### src/rtl/fault_gate_pkg.sv
`timescale 1ns/1ps
package fault_gate_pkg;
  localparam int CODE_W   = 4;
  localparam int MAX_DIV  = 32;
  localparam int MAX_NEED = 8;
  localparam int PRE_W    = $clog2(MAX_DIV);
  localparam int CNT_W    = $clog2(MAX_NEED);

  typedef enum logic [1:0] {
    OM_RUN   = 2'd0,
    OM_HIZ   = 2'd1,
    OM_INACT = 2'd2,
    OM_IDLE  = 2'd3
  } out_mode_e;

  typedef struct packed {
    logic       bypass;
    logic       kernel;
    logic [5:0] div;
    logic [3:0] need;
  } flt_cfg_t;

  // Map the filter code to sampling divider and consecutive-sample count.
  function automatic flt_cfg_t flt_decode(input logic [CODE_W-1:0] code);
    flt_cfg_t c;
    logic [3:0] sub;
    c = '{bypass: 1'b0, kernel: 1'b0, div: 6'd1, need: 4'd1};
    sub = 4'd0;
    if (code == 4'd0) begin
      c.bypass = 1'b1;
    end else if (code <= 4'd3) begin
      c.kernel = 1'b1;
      c.need   = 4'd1 << code;
    end else if (code <= 4'd9) begin
      c.div  = 6'd2 << ((code - 4'd4) >> 1);
      c.need = code[0] ? 4'd8 : 4'd6;
    end else begin
      c.div = (code <= 4'd12) ? 6'd16 : 6'd32;
      sub   = (code <= 4'd12) ? (code - 4'd10) : (code - 4'd13);
      case (sub)
        4'd0:    c.need = 4'd5;
        4'd1:    c.need = 4'd6;
        default: c.need = 4'd8;
      endcase
    end
    return c;
  endfunction
endpackage

### src/rtl/fg_filter.sv
`timescale 1ns/1ps
module fg_filter
  import fault_gate_pkg::*;
(
  input  logic     clk_i,
  input  logic     rst_ni,
  input  logic     tick_i,
  input  logic     raw_i,
  input  flt_cfg_t cfg_i,
  output logic     lvl_o,
  output logic     stb_o
);
  logic             lvl_q;
  logic [PRE_W-1:0] pre_q;
  logic [CNT_W-1:0] cnt_q;
  logic             pending;
  logic             pre_wrap;
  logic             done;

  assign pending  = raw_i ^ lvl_q;
  assign pre_wrap = (pre_q == PRE_W'(cfg_i.div - 6'd1));
  assign stb_o    = pending & ~cfg_i.bypass & (cfg_i.kernel | (tick_i & pre_wrap));
  assign done     = (cnt_q == CNT_W'(cfg_i.need - 4'd1));
  assign lvl_o    = lvl_q;

  always_ff @(posedge clk_i or negedge rst_ni) begin
    if (!rst_ni) begin
      lvl_q <= 1'b0;
      pre_q <= '0;
      cnt_q <= '0;
    end else if (cfg_i.bypass) begin
      lvl_q <= raw_i;
      pre_q <= '0;
      cnt_q <= '0;
    end else if (!pending) begin
      pre_q <= '0;
      cnt_q <= '0;
    end else begin
      if (tick_i && !cfg_i.kernel) begin
        pre_q <= pre_wrap ? '0 : pre_q + PRE_W'(1);
      end
      if (stb_o) begin
        if (done) begin
          lvl_q <= raw_i;
          cnt_q <= '0;
        end else begin
          cnt_q <= cnt_q + CNT_W'(1);
        end
      end
    end
  end
endmodule

### src/rtl/fg_oe_ctrl.sv
`timescale 1ns/1ps
module fg_oe_ctrl (
  input  logic clk_i,
  input  logic rst_ni,
  input  logic brk_now_i,
  input  logic oe_set_i,
  input  logic oe_clr_i,
  input  logic auto_oe_i,
  input  logic upd_evt_i,
  input  logic disarm_set_i,
  input  logic bidir_i,
  output logic moe_q_o,
  output logic moe_o,
  output logic act_o,
  output logic disarm_o,
  output logic drive_o
);
  logic moe_q, lat_q, dis_q;
  logic rearm_req;

  assign rearm_req = oe_set_i | (auto_oe_i & upd_evt_i);

  always_ff @(posedge clk_i or negedge rst_ni) begin
    if (!rst_ni) begin
      moe_q <= 1'b0;
      lat_q <= 1'b0;
      dis_q <= 1'b0;
    end else begin
      if (brk_now_i)      moe_q <= 1'b0;
      else if (oe_clr_i)  moe_q <= 1'b0;
      else if (rearm_req) moe_q <= 1'b1;

      if (brk_now_i)              lat_q <= 1'b1;
      else if (dis_q || moe_q)    lat_q <= 1'b0;

      if (disarm_set_i)    dis_q <= 1'b1;
      else if (!brk_now_i) dis_q <= 1'b0;
    end
  end

  assign moe_q_o  = moe_q;
  assign moe_o    = moe_q & ~brk_now_i;
  assign act_o    = lat_q | brk_now_i;
  assign disarm_o = dis_q;
  assign drive_o  = bidir_i & ~dis_q & (lat_q | brk_now_i);
endmodule

### src/rtl/fg_offstate.sv
`timescale 1ns/1ps
module fg_offstate
  import fault_gate_pkg::*;
#(
  parameter int DT_W = 8
) (
  input  logic            clk_i,
  input  logic            rst_ni,
  input  logic            moe_i,
  input  logic            idle_sel_i,
  input  logic [DT_W-1:0] dead_time_i,
  output out_mode_e       mode_o
);
  logic [DT_W-1:0] dt_q;

  always_ff @(posedge clk_i or negedge rst_ni) begin
    if (!rst_ni)                dt_q <= '0;
    else if (moe_i)             dt_q <= '0;
    else if (dt_q < dead_time_i) dt_q <= dt_q + DT_W'(1);
  end

  always_comb begin
    if (moe_i)                   mode_o = OM_RUN;
    else if (!idle_sel_i)        mode_o = OM_HIZ;
    else if (dt_q >= dead_time_i) mode_o = OM_IDLE;
    else                         mode_o = OM_INACT;
  end
endmodule

### src/rtl/fault_gate.sv
`timescale 1ns/1ps
module fault_gate
  import fault_gate_pkg::*;
#(
  parameter int DT_W = 8
) (
  input  logic              clk_i,
  input  logic              rst_ni,
  input  logic              tick_i,
  input  logic              brk_pin_i,
  input  logic              upd_evt_i,
  input  logic              brk_en_i,
  input  logic              brk_pol_i,
  input  logic [CODE_W-1:0] flt_code_i,
  input  logic              auto_oe_i,
  input  logic              oe_set_i,
  input  logic              oe_clr_i,
  input  logic              disarm_set_i,
  input  logic              bidir_i,
  input  logic              idle_sel_i,
  input  logic [DT_W-1:0]   dead_time_i,
  output logic              moe_o,
  output logic              brk_act_o,
  output logic              pin_drive_o,
  output logic              disarm_o,
  output logic [1:0]        out_mode_o
);
  flt_cfg_t  cfg;
  logic      brk_raw;
  logic      flt_lvl;
  logic      smp_stb;
  logic      brk_now;
  logic      moe_q;
  out_mode_e mode;

  assign cfg     = flt_decode(flt_code_i);
  assign brk_raw = brk_en_i & ~(brk_pin_i ^ brk_pol_i);
  assign brk_now = cfg.bypass ? brk_raw : flt_lvl;

  fg_filter u_flt (
    .clk_i  (clk_i),
    .rst_ni (rst_ni),
    .tick_i (tick_i),
    .raw_i  (brk_raw),
    .cfg_i  (cfg),
    .lvl_o  (flt_lvl),
    .stb_o  (smp_stb)
  );

  fg_oe_ctrl u_oe (
    .clk_i        (clk_i),
    .rst_ni       (rst_ni),
    .brk_now_i    (brk_now),
    .oe_set_i     (oe_set_i),
    .oe_clr_i     (oe_clr_i),
    .auto_oe_i    (auto_oe_i),
    .upd_evt_i    (upd_evt_i),
    .disarm_set_i (disarm_set_i),
    .bidir_i      (bidir_i),
    .moe_q_o      (moe_q),
    .moe_o        (moe_o),
    .act_o        (brk_act_o),
    .disarm_o     (disarm_o),
    .drive_o      (pin_drive_o)
  );

  fg_offstate #(.DT_W(DT_W)) u_off (
    .clk_i       (clk_i),
    .rst_ni      (rst_ni),
    .moe_i       (moe_o),
    .idle_sel_i  (idle_sel_i),
    .dead_time_i (dead_time_i),
    .mode_o      (mode)
  );

  assign out_mode_o = mode;
endmodule

### config.mk
export PLATFORM = sky130hd
export DESIGN_NAME = fault_gate
export DESIGN_NICKNAME = d
export VERILOG_FILES = /design/src/rtl/fault_gate_pkg.sv /design/src/rtl/fg_filter.sv /design/src/rtl/fg_oe_ctrl.sv /design/src/rtl/fg_offstate.sv /design/src/rtl/fault_gate.sv
export SDC_FILE = /design/constraint.sdc
export NUM_CORES = 1
export LEC_CHECK = 0
export BUFFER_PORTS_ARGS = -buffer_cell sky130_fd_sc_hd__buf_4
export CORE_AREA = 2 2 64 90
export CTS_BUF_LIST = sky130_fd_sc_hd__clkbuf_16
export DETAILED_ROUTE_END_ITERATION = 6
export DIE_AREA = 0 0 66 92
export PLACE_DENSITY = 0.6
export SLEW_MARGIN = 40
export SYNTH_ARGS = -nofsm -noshare
export SYNTH_HDL_FRONTEND = slang
export SYNTH_SLANG_ARGS = --single-unit
### constraint.sdc
create_clock -name clk_i -period 2.03 [get_ports clk_i]
set_input_delay 0.3045 -clock clk_i [delete_from_list [all_inputs] [get_ports clk_i]]
set_output_delay 0.3045 -clock clk_i [all_outputs]
set_load 0.01 [all_outputs]
# == Word level (Yosys, flattened, before mapping) ==
# Index checks and enable logic that the tools add are counted.
# word_totals
out_inout_bits,6
input_bits,25
word_cells,92
register_bits,20
# classes
mux,35
n_bitwise,17
n_addsub,8
n_eq_ne,6
n_lt_le_gt_ge,5
n_shift,2
reduce_logical,12
# op_table
op,n
5-bit 2-to-1 mux,4
8-bit 2-to-1 mux,2
1-bit 2-to-1 mux,15
3-bit 2-to-1 mux,4
4-bit 2-to-1 mux,3
6-bit 2-to-1 mux,2
11-bit 2-to-1 mux,1
10-bit 2-to-1 mux,1
2-bit nonzero test,5
8-bit by 1-bit adder with 8-bit output (second input constant),1
1-bit bitwise AND,8
8-bit greater-or-equal comparator,1
4-bit <= comparator (second input constant),2
4-bit logical NOT,2
8-bit < comparator,1
4-bit one-hot mux with 2 select lines,1
4-bit subtractor (second input constant),2
3-bit != test (second input constant),2
2-bit by 3-bit left shift with 6-bit output (first input constant),1
5-bit by 1-bit adder with 5-bit output (second input constant),1
5-bit equality test,1
5-bit by 1-bit subtractor with 5-bit output (second input constant),1
4-bit by 1-bit equality test with 1-bit output (second input constant),1
4-bit by 2-bit <= comparator with 1-bit output (second input constant),1
15 further kinds,22

# == Depth between registers and ports, before layout ==
# Gate-level depths: netlist of run 1.
# logic_depth
ltp_word,15
ltp_mapped,16
mapped_depth_nobuf,16

# == Hierarchy ==
# From an unflattened synthesis of run 1, not the netlist that was laid out.
# hier_totals
hier_cells,249
hier_area_um2,2139.6
# modules_own_cells
module,cells_per_inst,n_inst,area_per_inst_um2
fg_filter,89,1,757.0
fg_offstate,78,1,686.9
fault_gate,71,1,560.5
fg_oe_ctrl,11,1,135.1

# == Worst setup path after synthesis of run 1 ==
# Ideal clock, no wire load.
# synth_path
path_kind,input-to-reg
startpoint,input port flt_code_i[0]
endpoint,"register u_flt.lvl_q, in the netlist u_flt.lvl_o"
setup_ns,0.079
required_ns,1.951
stages,16
path_slack_ns,-1.222
arrival_time_ns,3.173
path_cell_list,inv_1 > ha_1 > nand2b_4 > and3_1 > a2111o_1 > nor2_1 > a21oi_1 > nor3_1 > o21ai_0 > ha_1 > xnor2_1 > nand2b_1 > o21ai_0 > nor3b_4 > o31ai_1 > mux2i_1
# synth_between
elab_chain_cells,12
# synth_rtl
element,line_no,text
"start, declared",fault_gate.sv:14,"input logic [CODE_W-1:0] flt_code_i,"
4-bit by 3-bit subtractor with 4-bit output or 4-bit <= comparator (tied branches),"fault_gate_pkg.sv:35, fault_gate_pkg.sv:38, fault_gate_pkg.sv:39",
2-bit by 3-bit left shift with 6-bit output or 6-bit 2-to-1 mux (tied branches),"fault_gate_pkg.sv:35, fault_gate_pkg.sv:38",
10-bit 2-to-1 mux,fault_gate_pkg.sv:34,end else if (code <= 4'd9) begin
6-bit 2-to-1 mux,fault_gate_pkg.sv:31,end else if (code <= 4'd3) begin
11-bit 2-to-1 mux,fault_gate_pkg.sv:29,if (code == 4'd0) begin
5-bit by 1-bit subtractor with 5-bit output,fg_filter.sv:21,assign pre_wrap = (pre_q == PRE_W'(cfg_i.div - 6'd1));
5-bit equality test,fg_filter.sv:21,
1-bit bitwise AND,fg_filter.sv:22,assign stb_o = pending & ~cfg_i.bypass & (cfg_i.kernel | (tick_i & pre_wrap));
1-bit OR,fg_filter.sv:22,
1-bit bitwise AND,fg_filter.sv:22,
2-bit nonzero test (no source line),n/a,
3-bit AND reduction (no source line),n/a,
"end signal, assigned",fg_filter.sv:32,lvl_q <= raw_i;
"end signal, assigned",fg_filter.sv:44,lvl_q <= raw_i;
"end, declared",fg_filter.sv:13,logic lvl_q;
# Parallel ways exist; a longest one is shown, timed or not.
# A chain may end at the register's enable or synchronous reset.

# == Final worst setup path of run 1 ==
# layout_path
startpoint,input port flt_code_i[1]
endpoint,register u_flt.cnt_q[0]
# layout_between
elab_chain_cells,13
# layout_rtl
element,line_no,text
4-bit subtractor or 4-bit <= comparator (tied branches),"fault_gate_pkg.sv:39, fault_gate_pkg.sv:38",
4-bit 2-to-1 mux,fault_gate_pkg.sv:39,sub = (code <= 4'd12) ? (code - 4'd10) : (code - 4'd13);
4-bit by 1-bit equality test with 1-bit output or 4-bit logical NOT (tied branches),fault_gate_pkg.sv:40,case (sub)
4-bit one-hot mux with 2 select lines,fault_gate_pkg.sv:40,
10-bit 2-to-1 mux,fault_gate_pkg.sv:34,
4-bit 2-to-1 mux,fault_gate_pkg.sv:31,
11-bit 2-to-1 mux,fault_gate_pkg.sv:29,
3-bit by 1-bit subtractor with 3-bit output,fg_filter.sv:23,assign done = (cnt_q == CNT_W'(cfg_i.need - 4'd1));
3-bit equality test,fg_filter.sv:23,
3-bit 2-to-1 mux,fg_filter.sv:43,if (done) begin
3-bit 2-to-1 mux,fg_filter.sv:42,if (stb_o) begin
3-bit 2-to-1 mux,fg_filter.sv:35,end else if (!pending) begin
3-bit 2-to-1 mux,fg_filter.sv:31,end else if (cfg_i.bypass) begin
"end signal, assigned",fg_filter.sv:47,cnt_q <= cnt_q + CNT_W'(1);
"end, declared",fg_filter.sv:15,logic [CNT_W-1:0] cnt_q;
# Parallel ways exist; a longest one is shown, timed or not. The select of a mux whose other input is x is not followed.

==> report_table.html, run 1 <==
<table>
<tr><th>Metric</th><th>Value</th></tr>
<tr><th colspan="2">STA</th></tr>
<tr><td>Final setup slack of the worst path</td><td>-0.855 ns</td></tr>
<tr><td>Slew HR</td><td>77.8%</td></tr>
<tr><td>Final critical-path share of the clock period</td><td>142%</td></tr>
<tr><td>Count of final max-slew check failures</td><td>0</td></tr>
<tr><td>Tightest Pin Transition</td><td>0.331 ns</td></tr>
<tr><td>Final setup violating endpoints</td><td>12</td></tr>
<tr><td>Shortest clock period the worst path allows after layout</td><td>2.88 ns</td></tr>
<tr><td>Fin Hold WS</td><td>0.206 ns</td></tr>
<tr><td>Setup Skew</td><td>0.00189 ns</td></tr>
<tr><td>Hold violation total from the final report</td><td>0</td></tr>
<tr><td>F_max</td><td>0.347 GHz</td></tr>
<tr><td>Unrepaired setup endpoints after global routing</td><td>true</td></tr>
<tr><th colspan="2">Clock tree</th></tr>
<tr><td>Master cell of the clock root buffer</td><td>sky130_fd_sc_hd__clkbuf_16</td></tr>
<tr><td>Clock tree from TritonCTS</td><td>yes</td></tr>
<tr><td>Clock latency at the later pin of the worst-skew pair</td><td>0.25 ns</td></tr>
<tr><td>CTS sink cnt</td><td>20</td></tr>
<tr><td>Clock input transition at the sequential cells of the worst setup and hold paths</td><td>0.05 ns</td></tr>
<tr><td>CTS Buf Count</td><td>3</td></tr>
<tr><td>Clock buffer depth</td><td>2</td></tr>
<tr><td>H-tree level count</td><td>1</td></tr>
<tr><th colspan="2">Run status</th></tr>
<tr><td>Violations in the final reports</td><td>setup timing</td></tr>
<tr><td>Result of the run</td><td>finished, violations left</td></tr>
<tr><th colspan="2">Layout</th></tr>
<tr><td>Area of the multi-input gates</td><td>1670 um^2</td></tr>
<tr><td>Storage cell area</td><td>500 um^2</td></tr>
<tr><td>Synthesis-to-finish area growth</td><td>64.6%</td></tr>
<tr><td>Fin nets</td><td>382</td></tr>
<tr><td>Finished Core Util</td><td>59.9%</td></tr>
<tr><td>Filler cells</td><td>494</td></tr>
<tr><td>Number of antenna repair diodes</td><td>0</td></tr>
<tr><td>Share of final-layout standard cells stronger than drive strength 1</td><td>48.9%</td></tr>
<tr><th colspan="2">Yosys</th></tr>
<tr><td>Fraction of registers with async set or reset after synthesis</td><td>100%</td></tr>
<tr><td>Number of distinct standard cells referenced by the synthesized netlist</td><td>51</td></tr>
<tr><td>Flops &amp; latches, synth</td><td>20</td></tr>
<tr><td>Net count after synthesis</td><td>278</td></tr>
<tr><td>Most used flip-flop cell after synthesis</td><td>sky130_fd_sc_hd__dfrtp_1</td></tr>
<tr><td>Cell count after synthesis</td><td>229</td></tr>
<tr><td>Warning count from the yosys run</td><td>0</td></tr>
<tr><td>Post-synthesis instance area</td><td>1950 um^2</td></tr>
<tr><td>Count of flip-flops with a built-in enable after synthesis</td><td>0</td></tr>
<tr><td>Share of synthesized area occupied by flip-flops and latches</td><td>25.6%</td></tr>
<tr><td>Mean instance size in the synthesized netlist</td><td>8.53 um^2</td></tr>
<tr><th colspan="2">Pwr</th></tr>
<tr><td>Leakage component of the power</td><td>0.00150 uW</td></tr>
<tr><td>Worst ir drop on vdd</td><td>0.000319 V</td></tr>
<tr><td>Cell area power density</td><td>648 nW/um^2</td></tr>
<tr><td>Clock power share</td><td>18.9%</td></tr>
<tr><td>Portion of total power attributed to sequential cells</td><td>26.9%</td></tr>
<tr><td>Relative contribution of combinational cells to total power</td><td>54.3%</td></tr>
<tr><td>Switching part of the total</td><td>34.4%</td></tr>
<tr><td>Power dissipated by switching net loads</td><td>717 uW</td></tr>
<tr><td>Internal power contribution</td><td>1370 uW</td></tr>
<tr><th colspan="2">Worst setup path</th></tr>
<tr><td>Critical path data required time</td><td>2.19 ns</td></tr>
<tr><td>Category of the worst setup path capture point</td><td>flip-flop</td></tr>
<tr><td>Crit start category</td><td>input pin</td></tr>
<tr><td>Critical path class</td><td>in -&gt; reg</td></tr>
<tr><td>Data arrival time of the worst path</td><td>3.05 ns</td></tr>
<tr><td>Critical path peak fanout</td><td>5</td></tr>
<tr><th colspan="2">Die</th></tr>
<tr><td>Die Outline Area</td><td>6070 um^2</td></tr>
<tr><td>Core Footprint</td><td>5370 um^2</td></tr>
<tr><td>Vert. Die Dim</td><td>92 um</td></tr>
<tr><td>Die W</td><td>66 um</td></tr>
<tr><td>Effective utilization at floorplan</td><td>36.4%</td></tr>
<tr><td>FP Rows</td><td>32</td></tr>
<tr><td>IO Count</td><td>31</td></tr>
<tr><th colspan="2">Detailed routing</th></tr>
<tr><td>DRC Markers</td><td>0</td></tr>
<tr><td>Post-DR vias/cell</td><td>5.20</td></tr>
<tr><td>Antenna viol nets, final</td><td>0</td></tr>
<tr><td>First-iteration detailed-routing DRC count</td><td>38</td></tr>
<tr><td>Detailed-route via count</td><td>2073</td></tr>
<tr><td>Wire length per cell after detailed routing</td><td>13.1 um</td></tr>
<tr><td>First-pass detailed-route iteration total</td><td>4</td></tr>
<tr><td>Drt total wl</td><td>5240 um</td></tr>
<tr><th colspan="2">Worst hold path</th></tr>
<tr><td>Kind of path behind the tightest hold check</td><td>in -&gt; reg</td></tr>
<tr><th colspan="2">GRT</th></tr>
<tr><td>Leftover overflow at the end of global routing</td><td>0</td></tr>
<tr><td>Initial antenna violation count</td><td>0</td></tr>
<tr><td>First-pass GRT wire length</td><td>8630 um</td></tr>
<tr><td>Largest net degree at the start of global routing</td><td>21</td></tr>
<tr><td>Vias in the first global route</td><td>2067</td></tr>
<tr><td>Total routing usage reported by global routing</td><td>18.2%</td></tr>
<tr><th colspan="2">Placement</th></tr>
<tr><td>Weighted congestion reported at the end of routability-driven placement</td><td>0.800</td></tr>
<tr><td>IO buf count</td><td>30</td></tr>
<tr><td>Total half-perimeter wirelength after legalization and detailed placement</td><td>4080 um</td></tr>
<tr><td>DP Worst Slack</td><td>-1.23 ns</td></tr>
<tr><th colspan="2">Job</th></tr>
<tr><td>Number of max-cap violations</td><td>0</td></tr>
</table>
kinds of logic (layout without fill, tap and decap cells):
| group | Yosys count | after routing | synth area share [%] |
|---|---|---|---|
| adders and majority gates | 24 | 24 | 15.4 |
| muxes | 3 | 3 | 2.24 |
| DFF | 20 | 20 | 25.6 |
| AOI/OAI and AO/OA | 64 | 64 | 22.2 |
| and+or+nand+nor | 83 | 83 | 23.3 |
| buffers and inverters | 20 | 122 | 3.84 |
| xor gates and xnor gates | 15 | 15 | 7.43 |
area by class of cell:
cell class / count / area share (%)
sequential: 20 / 15.6
multi-input combinational: 189 / 52.1
tap: 68 / 2.65
timing repair buffer: 101 / 25.1
clock buffer: 3 / 2.33
inverter: 18 / 2.30
flip-flops by register name (all words and copies together), names as in the netlist:
| signal | cells |
|---|---|
| u_flt.pre_q | 5 |
| u_flt.lvl_o | 1 |
| u_oe.moe_q_o | 1 |
| u_off.dt_q | 8 |
| u_oe.lat_q | 1 |
| u_oe.disarm_o | 1 |
| u_flt.cnt_q | 3 |
layer usage:
metal | wire length, um | GRT usage (%) | up-vias
li1 | - | - | 1035
met1 | 1820 | 16.7 | 986
met2 | 3140 | 37.4 | 40
met3 | 126 | 1.72 | 12
met4 | 159 | 8.67 | 0
met5 | 0 | 0 | -
final timing paths:
path | start | endpoint | slack (ns) | cells after the start
setup / recovery | flt_code_i[1] | u_flt.cnt_q[0] | -0.85 | 17
hold / removal | oe_clr_i | u_oe.moe_q_o | 0.21 | 2
setup reg to reg | u_off.dt_q[1] | u_off.dt_q[4] | 0.05 | 9
hold reg to reg | u_oe.lat_q | u_oe.lat_q | 0.49 | 1
max in group asynchronous | rst_ni | u_oe.moe_q_o | 1.36 | 2
min in group asynchronous | rst_ni | u_off.dt_q[0] | 0.46 | 2
power by group through the flow:
stage,Sequential [uW],Combinational (uW),Clock (uW)
3_5_place_dp,551,932,0
2_1_floorplan,551,514,0
3_3_place_gp,550,910,0
6_report,559,1130,393
4_1_cts,554,1050,402
5_1_grt,570,1250,423
stage by stage:
| stage | instance area [um^2] | cells | total power [uW] | TNS, ns |
|---|---|---|---|---|
| 5_1_grt | 3220 | 399 | 2240 | -6.67 |
| 3_5_place_dp | 2810 | 387 | 1480 | -11.27 |
| 6_report | 3220 | 399 | 2080 | -4.95 |
| 3_3_place_gp | 2810 | 387 | 1460 | -10.27 |
| 2_1_floorplan | 2030 | 229 | 1070 | -4.65 |
| 4_1_cts | 3150 | 401 | 2010 | -5.84 |
worst max-delay path: stages:
cell                         delay (ns)
sky130_fd_sc_hd__buf_8             0.08
sky130_fd_sc_hd__clkinvlp_4        0.14
sky130_fd_sc_hd__ha_4              0.22
sky130_fd_sc_hd__nand2b_4          0.15
sky130_fd_sc_hd__and3_4            0.17
sky130_fd_sc_hd__a2111o_1          0.38
sky130_fd_sc_hd__nor2_2            0.14
sky130_fd_sc_hd__a21oi_1           0.08
sky130_fd_sc_hd__nor3_1            0.13
sky130_fd_sc_hd__o21ai_1           0.10
sky130_fd_sc_hd__ha_2              0.19
sky130_fd_sc_hd__xnor2_2           0.17
sky130_fd_sc_hd__nand2b_4          0.19
sky130_fd_sc_hd__o21ai_4           0.06
sky130_fd_sc_hd__nor3b_4           0.26
sky130_fd_sc_hd__o21ai_2           0.09
sky130_fd_sc_hd__o31ai_1           0.21
synth_stat cells, drive strengths merged (3+ instances only):
master | instances | area [um^2]
nor3 | 3 | 20.0
o21a | 3 | 30.0
nand2b | 4 | 32.5
o31ai | 4 | 30.0
nand4 | 4 | 25.0
a21o | 8 | 60.1
nand2 | 16 | 60.1
a21oi | 15 | 75.1
xnor2 | 8 | 70.1
xor2 | 6 | 52.6
nand3 | 12 | 60.1
and2 | 3 | 18.8
nor2b | 6 | 40.0
nor2 | 20 | 75.1
dfrtp | 20 | 500
ha | 24 | 300
o21ai | 14 | 73.8
and3 | 6 | 37.5
inv | 18 | 67.6
a31oi | 3 | 18.8
what timing repair did:
| item | 4_1_cts | 5_1_grt |
|---|---|---|
| resized for setup | 42 | 20 |
| pin swaps | 19 | 15 |
| hold buffers | 1 | 0 |
| endpoints found under the setup margin | 16 | 19 |
| hold endpoints to repair | 20 | 0 |
| setup buffers | 11 | 3 |
cell usage in the layout, fill, tap and decap left out, types with 3 or more instances in the layout:
cell type                   count
sky130_fd_sc_hd__nor2_1        18
sky130_fd_sc_hd__and2_1         3
sky130_fd_sc_hd__buf_4         91
sky130_fd_sc_hd__xnor2_1        6
sky130_fd_sc_hd__o21ai_4        3
sky130_fd_sc_hd__o21ai_1        5
sky130_fd_sc_hd__o31ai_1        3
sky130_fd_sc_hd__a21oi_1       10
sky130_fd_sc_hd__o21ai_0        4
sky130_fd_sc_hd__nand2_1       13
sky130_fd_sc_hd__nand4_1        4
sky130_fd_sc_hd__clkbuf_16      3
sky130_fd_sc_hd__ha_4           5
sky130_fd_sc_hd__nand3_1       11
sky130_fd_sc_hd__nor2b_1        3
sky130_fd_sc_hd__ha_1          13
sky130_fd_sc_hd__a31oi_1        3
sky130_fd_sc_hd__a21o_1         8
sky130_fd_sc_hd__inv_1         14
sky130_fd_sc_hd__buf_6          7
sky130_fd_sc_hd__a21oi_2        4
sky130_fd_sc_hd__ha_2           6
sky130_fd_sc_hd__dfrtp_1       20
sky130_fd_sc_hd__xor2_1         5
sky130_fd_sc_hd__and3_1         5
No activity file was read; power rests on OpenSTA's default activity.
==> run 2: changes to the inputs <==
--- a/config.mk
+++ b/config.mk
@@ -6,12 +6,13 @@
 export NUM_CORES = 1
 export LEC_CHECK = 0
 export BUFFER_PORTS_ARGS = -buffer_cell sky130_fd_sc_hd__buf_4
-export CORE_AREA = 2 2 64 90
+export CORE_AREA = 2 2 67 94
 export CTS_BUF_LIST = sky130_fd_sc_hd__clkbuf_16
 export DETAILED_ROUTE_END_ITERATION = 6
-export DIE_AREA = 0 0 66 92
+export DIE_AREA = 0 0 69 96
 export PLACE_DENSITY = 0.6
 export SLEW_MARGIN = 40
 export SYNTH_ARGS = -nofsm -noshare
 export SYNTH_HDL_FRONTEND = slang
+export SYNTH_HIERARCHICAL = 1
 export SYNTH_SLANG_ARGS = --single-unit
==> run 2 against run 1 <==
  * The run still ends with setup timing left
  * Final area is 6.3% lower
  * Sequential share of layout area is 1.0 points higher
  * Sequential power grew 13%
  * Global-route usage is 2.5 points lower
  * Sequential cell count did not move
  * Non-clock buffer count is 25 lower
  * Die area grew 9.1%
==> report_table.html, run 2 <==
<table>
<tr><th>Metric</th><th>Value</th></tr>
<tr><th colspan="2">STA</th></tr>
<tr><td>Final setup slack of the worst path</td><td>-0.546 ns (+0.308 ns)</td></tr>
<tr><td>Final critical-path share of the clock period</td><td>127% (-15 points)</td></tr>
<tr><td>Tightest Pin Transition</td><td>0.417 ns (+0.0862 ns)</td></tr>
<tr><td>Slew HR</td><td>71.8% (-6.0 points)</td></tr>
<tr><td>Shortest clock period the worst path allows after layout</td><td>2.58 ns (-0.308 ns)</td></tr>
<tr><td>F_max</td><td>0.388 GHz (+12%)</td></tr>
<tr><td>Setup Skew</td><td>0.00323 ns (+0.00134 ns)</td></tr>
<tr><td>Final setup violating endpoints</td><td>13 (+1)</td></tr>
<tr><td>Count of final max-slew check failures</td><td>0 (unchanged)</td></tr>
<tr><td>Hold violation total from the final report</td><td>0 (unchanged)</td></tr>
<tr><td>Unrepaired setup endpoints after global routing</td><td>true</td></tr>
<tr><th colspan="2">Layout</th></tr>
<tr><td>Fin nets</td><td>361 (-5.5%)</td></tr>
<tr><td>Share of final-layout standard cells stronger than drive strength 1</td><td>44.7% (-4.2 points)</td></tr>
<tr><td>Leading registers by flop count</td><td>u_off/dt_q: 8 flops, u_flt/pre_q: 5 flops, u_flt/cnt_q: 3 flops</td></tr>
<tr><td>Largest register FFs</td><td>8 (unchanged)</td></tr>
<tr><td>Register containing the most flip-flops in the final layout</td><td>u_off/dt_q</td></tr>
<tr><td>Post-route non-filler standard cell count</td><td>381 (-4.5%)</td></tr>
<tr><td>Fin area</td><td>3010 um^2 (-6.3%)</td></tr>
<tr><td>Most frequent cells in the layout</td><td>sky130_fd_sc_hd__buf_4 (70), sky130_fd_sc_hd__dfrtp_1 (20), sky130_fd_sc_hd__ha_1 (17)</td></tr>
<tr><td>Number of antenna repair diodes</td><td>0 (unchanged)</td></tr>
<tr><td>Synthesis-to-finish area growth</td><td>44.9%</td></tr>
<tr><td>Most common cell after layout, fill and taps aside</td><td>sky130_fd_sc_hd__buf_4</td></tr>
<tr><th colspan="2">Die</th></tr>
<tr><td>Core Footprint</td><td>5780 um^2 (+7.7%)</td></tr>
<tr><td>Die Outline Area</td><td>6620 um^2 (+9.1%)</td></tr>
<tr><td>IO Count</td><td>31 (unchanged)</td></tr>
<tr><td>Vert. Die Dim</td><td>96 um (+4.3%)</td></tr>
<tr><td>Die W</td><td>69 um (+4.5%)</td></tr>
<tr><td>FP Rows</td><td>33 (+3.1%)</td></tr>
<tr><td>Effective utilization at floorplan</td><td>36.0% (-0.43 points)</td></tr>
<tr><th colspan="2">Worst setup path</th></tr>
<tr><td>Category of the worst setup path capture point</td><td>flip-flop</td></tr>
<tr><td>Cell Chain, Critical Path</td><td>buf_8 -&gt; clkinvlp_4 -&gt; ha_4 -&gt; nand4b_1 -&gt; buf_4 -&gt; o32ai_4 -&gt; mux2i_2 -&gt; o41ai_2 -&gt; inv_1 -&gt; ha_4 -&gt; xor2_4 -&gt; nand2_1 -&gt; o21ai_1 -&gt; a21oi_1 -&gt; o221a_1</td></tr>
<tr><td>Critical path peak fanout</td><td>6 (+1)</td></tr>
<tr><td>CP Buf/Inv Count</td><td>4 (+2)</td></tr>
<tr><td>Worst path most repeated cell</td><td>sky130_fd_sc_hd__ha_4</td></tr>
<tr><td>Gate family responsible for the most delay along the worst path</td><td>compound AO/OA/AOI/OAI gates</td></tr>
<tr><td>Longest individual stage delay on the worst path</td><td>0.30 ns (-0.08 ns)</td></tr>
<tr><td>Data arrival time of the worst path</td><td>2.71 ns (-0.34 ns)</td></tr>
<tr><td>Slowest stage cell, crit path</td><td>sky130_fd_sc_hd__ha_4</td></tr>
<tr><td>Critical path data required time</td><td>2.17 ns (-0.02 ns)</td></tr>
<tr><td>Register-to-register path setup slack</td><td>0.12 ns (+0.07 ns)</td></tr>
<tr><td>Crit start category</td><td>input pin</td></tr>
<tr><td>Critical path class</td><td>in -&gt; reg</td></tr>
<tr><th colspan="2">Pwr</th></tr>
<tr><td>Portion of total power attributed to sequential cells</td><td>30.1% (+3.2 points)</td></tr>
<tr><td>Worst ir drop on vdd</td><td>0.000292 V (-8.5%)</td></tr>
<tr><td>Power dissipated by switching net loads</td><td>778 uW (+8.6%)</td></tr>
<tr><td>Cell area power density</td><td>696 nW/um^2 (+7.4%)</td></tr>
<tr><td>Leakage component of the power</td><td>0.00134 uW (-11%)</td></tr>
<tr><td>Clock power share</td><td>19.0% (about the same)</td></tr>
<tr><td>Internal power contribution</td><td>1320 uW (-3.5%)</td></tr>
<tr><td>Switching part of the total</td><td>37.1% (+2.7 points)</td></tr>
<tr><td>Overall Power</td><td>2100 uW (+0.67%)</td></tr>
<tr><td>Relative contribution of combinational cells to total power</td><td>50.9% (-3.4 points)</td></tr>
<tr><th colspan="2">GRT</th></tr>
<tr><td>Leftover overflow at the end of global routing</td><td>0 (unchanged)</td></tr>
<tr><td>Vias in the first global route</td><td>2001 (-3.2%)</td></tr>
<tr><td>Initial antenna violation count</td><td>0 (unchanged)</td></tr>
<tr><td>First-pass GRT wire length</td><td>8510 um (-1.3%)</td></tr>
<tr><td>Largest net degree at the start of global routing</td><td>21 (unchanged)</td></tr>
<tr><td>Total routing usage reported by global routing</td><td>15.7% (-2.5 points)</td></tr>
<tr><th colspan="2">Placement</th></tr>
<tr><td>Total half-perimeter wirelength after legalization and detailed placement</td><td>3920 um (-4.0%)</td></tr>
<tr><td>Weighted congestion reported at the end of routability-driven placement</td><td>0.775 (-3.1%)</td></tr>
<tr><td>Placement-stage cell area</td><td>2680 um^2 (-4.6%)</td></tr>
<tr><td>IO buf count</td><td>30 (unchanged)</td></tr>
<tr><td>Number of placed instances, taps included</td><td>371 (-4.1%)</td></tr>
<tr><th colspan="2">Worst hold path</th></tr>
<tr><td>Kind of path behind the tightest hold check</td><td>in -&gt; reg</td></tr>
<tr><th colspan="2">Clock tree</th></tr>
<tr><td>CTS Buf Count</td><td>3 (unchanged)</td></tr>
<tr><td>CTS sink cnt</td><td>20 (unchanged)</td></tr>
<tr><td>Clock latency at the later pin of the worst-skew pair</td><td>0.25 ns (about the same)</td></tr>
<tr><td>Master cell of the clock root buffer</td><td>sky130_fd_sc_hd__clkbuf_16</td></tr>
<tr><td>H-tree level count</td><td>1 (unchanged)</td></tr>
<tr><td>Clock tree from TritonCTS</td><td>yes</td></tr>
<tr><td>Clock input transition at the sequential cells of the worst setup and hold paths</td><td>0.05 ns (about the same)</td></tr>
<tr><td>Clock buffer depth</td><td>2 (unchanged)</td></tr>
<tr><th colspan="2">Job</th></tr>
<tr><td>Number of max-cap violations</td><td>0 (unchanged)</td></tr>
<tr><th colspan="2">Detailed routing</th></tr>
<tr><td>Post-DR vias/cell</td><td>5.22 (+0.38%)</td></tr>
<tr><td>Drt total wl</td><td>5080 um (-3.0%)</td></tr>
<tr><td>First-iteration detailed-routing DRC count</td><td>54 (+42%)</td></tr>
<tr><td>First-pass detailed-route iteration total</td><td>4 (unchanged)</td></tr>
<tr><td>Detailed-route via count</td><td>1987 (-4.1%)</td></tr>
<tr><td>DRC Markers</td><td>0 (unchanged)</td></tr>
<tr><td>Wire length per cell after detailed routing</td><td>13.3 um (+1.6%)</td></tr>
<tr><td>Antenna viol nets, final</td><td>0 (unchanged)</td></tr>
<tr><th colspan="2">Yosys</th></tr>
<tr><td>Cell count after synthesis</td><td>239 (+4.4%)</td></tr>
<tr><td>Net count after synthesis</td><td>288 (+3.6%)</td></tr>
<tr><td>Warning count from the yosys run</td><td>6 (+6)</td></tr>
<tr><td>Post-synthesis instance area</td><td>2080 um^2 (+6.5%)</td></tr>
<tr><td>Mean instance size in the synthesized netlist</td><td>8.70 um^2 (+2.0%)</td></tr>
<tr><th colspan="2">Run status</th></tr>
<tr><td>Violations in the final reports</td><td>setup timing</td></tr>
<tr><td>Result of the run</td><td>finished, violations left</td></tr>
</table>
-- run 2: cell types whose count changed in the layout (fill, tap and decap cells not counted), sizes merged, moves of 4 or more --
cell,previous run,this run
o211ai,1,6
inv,17,21
mux2,1,5
and2,3,7
buf,100,75
nor2,20,8
nor3,3,11
a21o,8,4
-- run 2: path summary, 6_finish.rpt --
kind	to	start	cells past startpoint
worst max-delay path	u_flt/cnt_q[2]	flt_code_i[1]	15
worst min-delay path	u_oe/moe_q_o	oe_clr_i	2
worst max register to register	u_off/dt_q[4]	u_off/dt_q[5]	6
worst min register to register	u_oe/lat_q	u_oe/lat_q	1
max in group asynchronous	u_off/dt_q[2]	rst_ni	2
min in group asynchronous	u_off/dt_q[7]	rst_ni	2
-- run 2: timing repair --
action | 4_1_cts | 5_1_grt
resized for setup | 35 | 17
gates cloned | 0 | 0
setup buffers | 4 | 2
hold endpoints to repair | 20 | 0
endpoints found under the setup margin | 17 | 17
pin swaps | 22 | 23
hold buffers | 1 | 0
-- run 2: final cells by class --
cell class / count / area (um^2)
multi-input cells: 189 / 1650
inverters: 22 / 96.3
fillers: 553 / 2770
flip-flops and latches: 20 / 500
well taps: 70 / 87.6
repair buffers: 76 / 596
clock buffers: 3 / 75.1
clock inverters: 1 / 3.75
-- run 2: worst register-to-register path: stages (launching register included) --
cell and delay [ns]:
sky130_fd_sc_hd__dfrtp_1 0.40, sky130_fd_sc_hd__ha_1 0.30, sky130_fd_sc_hd__a21oi_1 0.28, sky130_fd_sc_hd__o21ai_4 0.15
sky130_fd_sc_hd__or2_1 0.26, sky130_fd_sc_hd__or3_1 0.31, sky130_fd_sc_hd__a21oi_1 0.14
-- run 2: metrics by stage --
| stage | hold slack (ns) | setup TNS [ns] | setup WS (ns) | util (%) |
|---|---|---|---|---|
| after floorplan | 0.00891 | -5.18 | -0.721 | - |
| after global placement | 0.201 | -10.12 | -0.877 | 46.4 |
| after detailed placement | 0.210 | -10.91 | -0.891 | 46.4 |
| after CTS | 0.211 | -4.27 | -0.582 | 50.3 |
| after global routing | 0.205 | -5.98 | -0.767 | 52.1 |
| final | 0.211 | -3.95 | -0.546 | 52.1 |
-- run 2: power by group through the flow --
stage	Sequential (uW)	Combinational [uW]	Clock (uW)
after floorplan	615	676	0
after global routing	650	1200	436
after detailed placement	631	970	0
final	631	1070	399
after global placement	629	936	0
after CTS	629	1030	415
-- run 2: per-layer routing --
layer	GRT usage, %	vias up	wire length (um)
li1	-	1000	-
met1	15.2	949	1820
met2	34.0	30	3030
met3	1.47	8	117
met4	5.07	0	109
met5	0	-	0
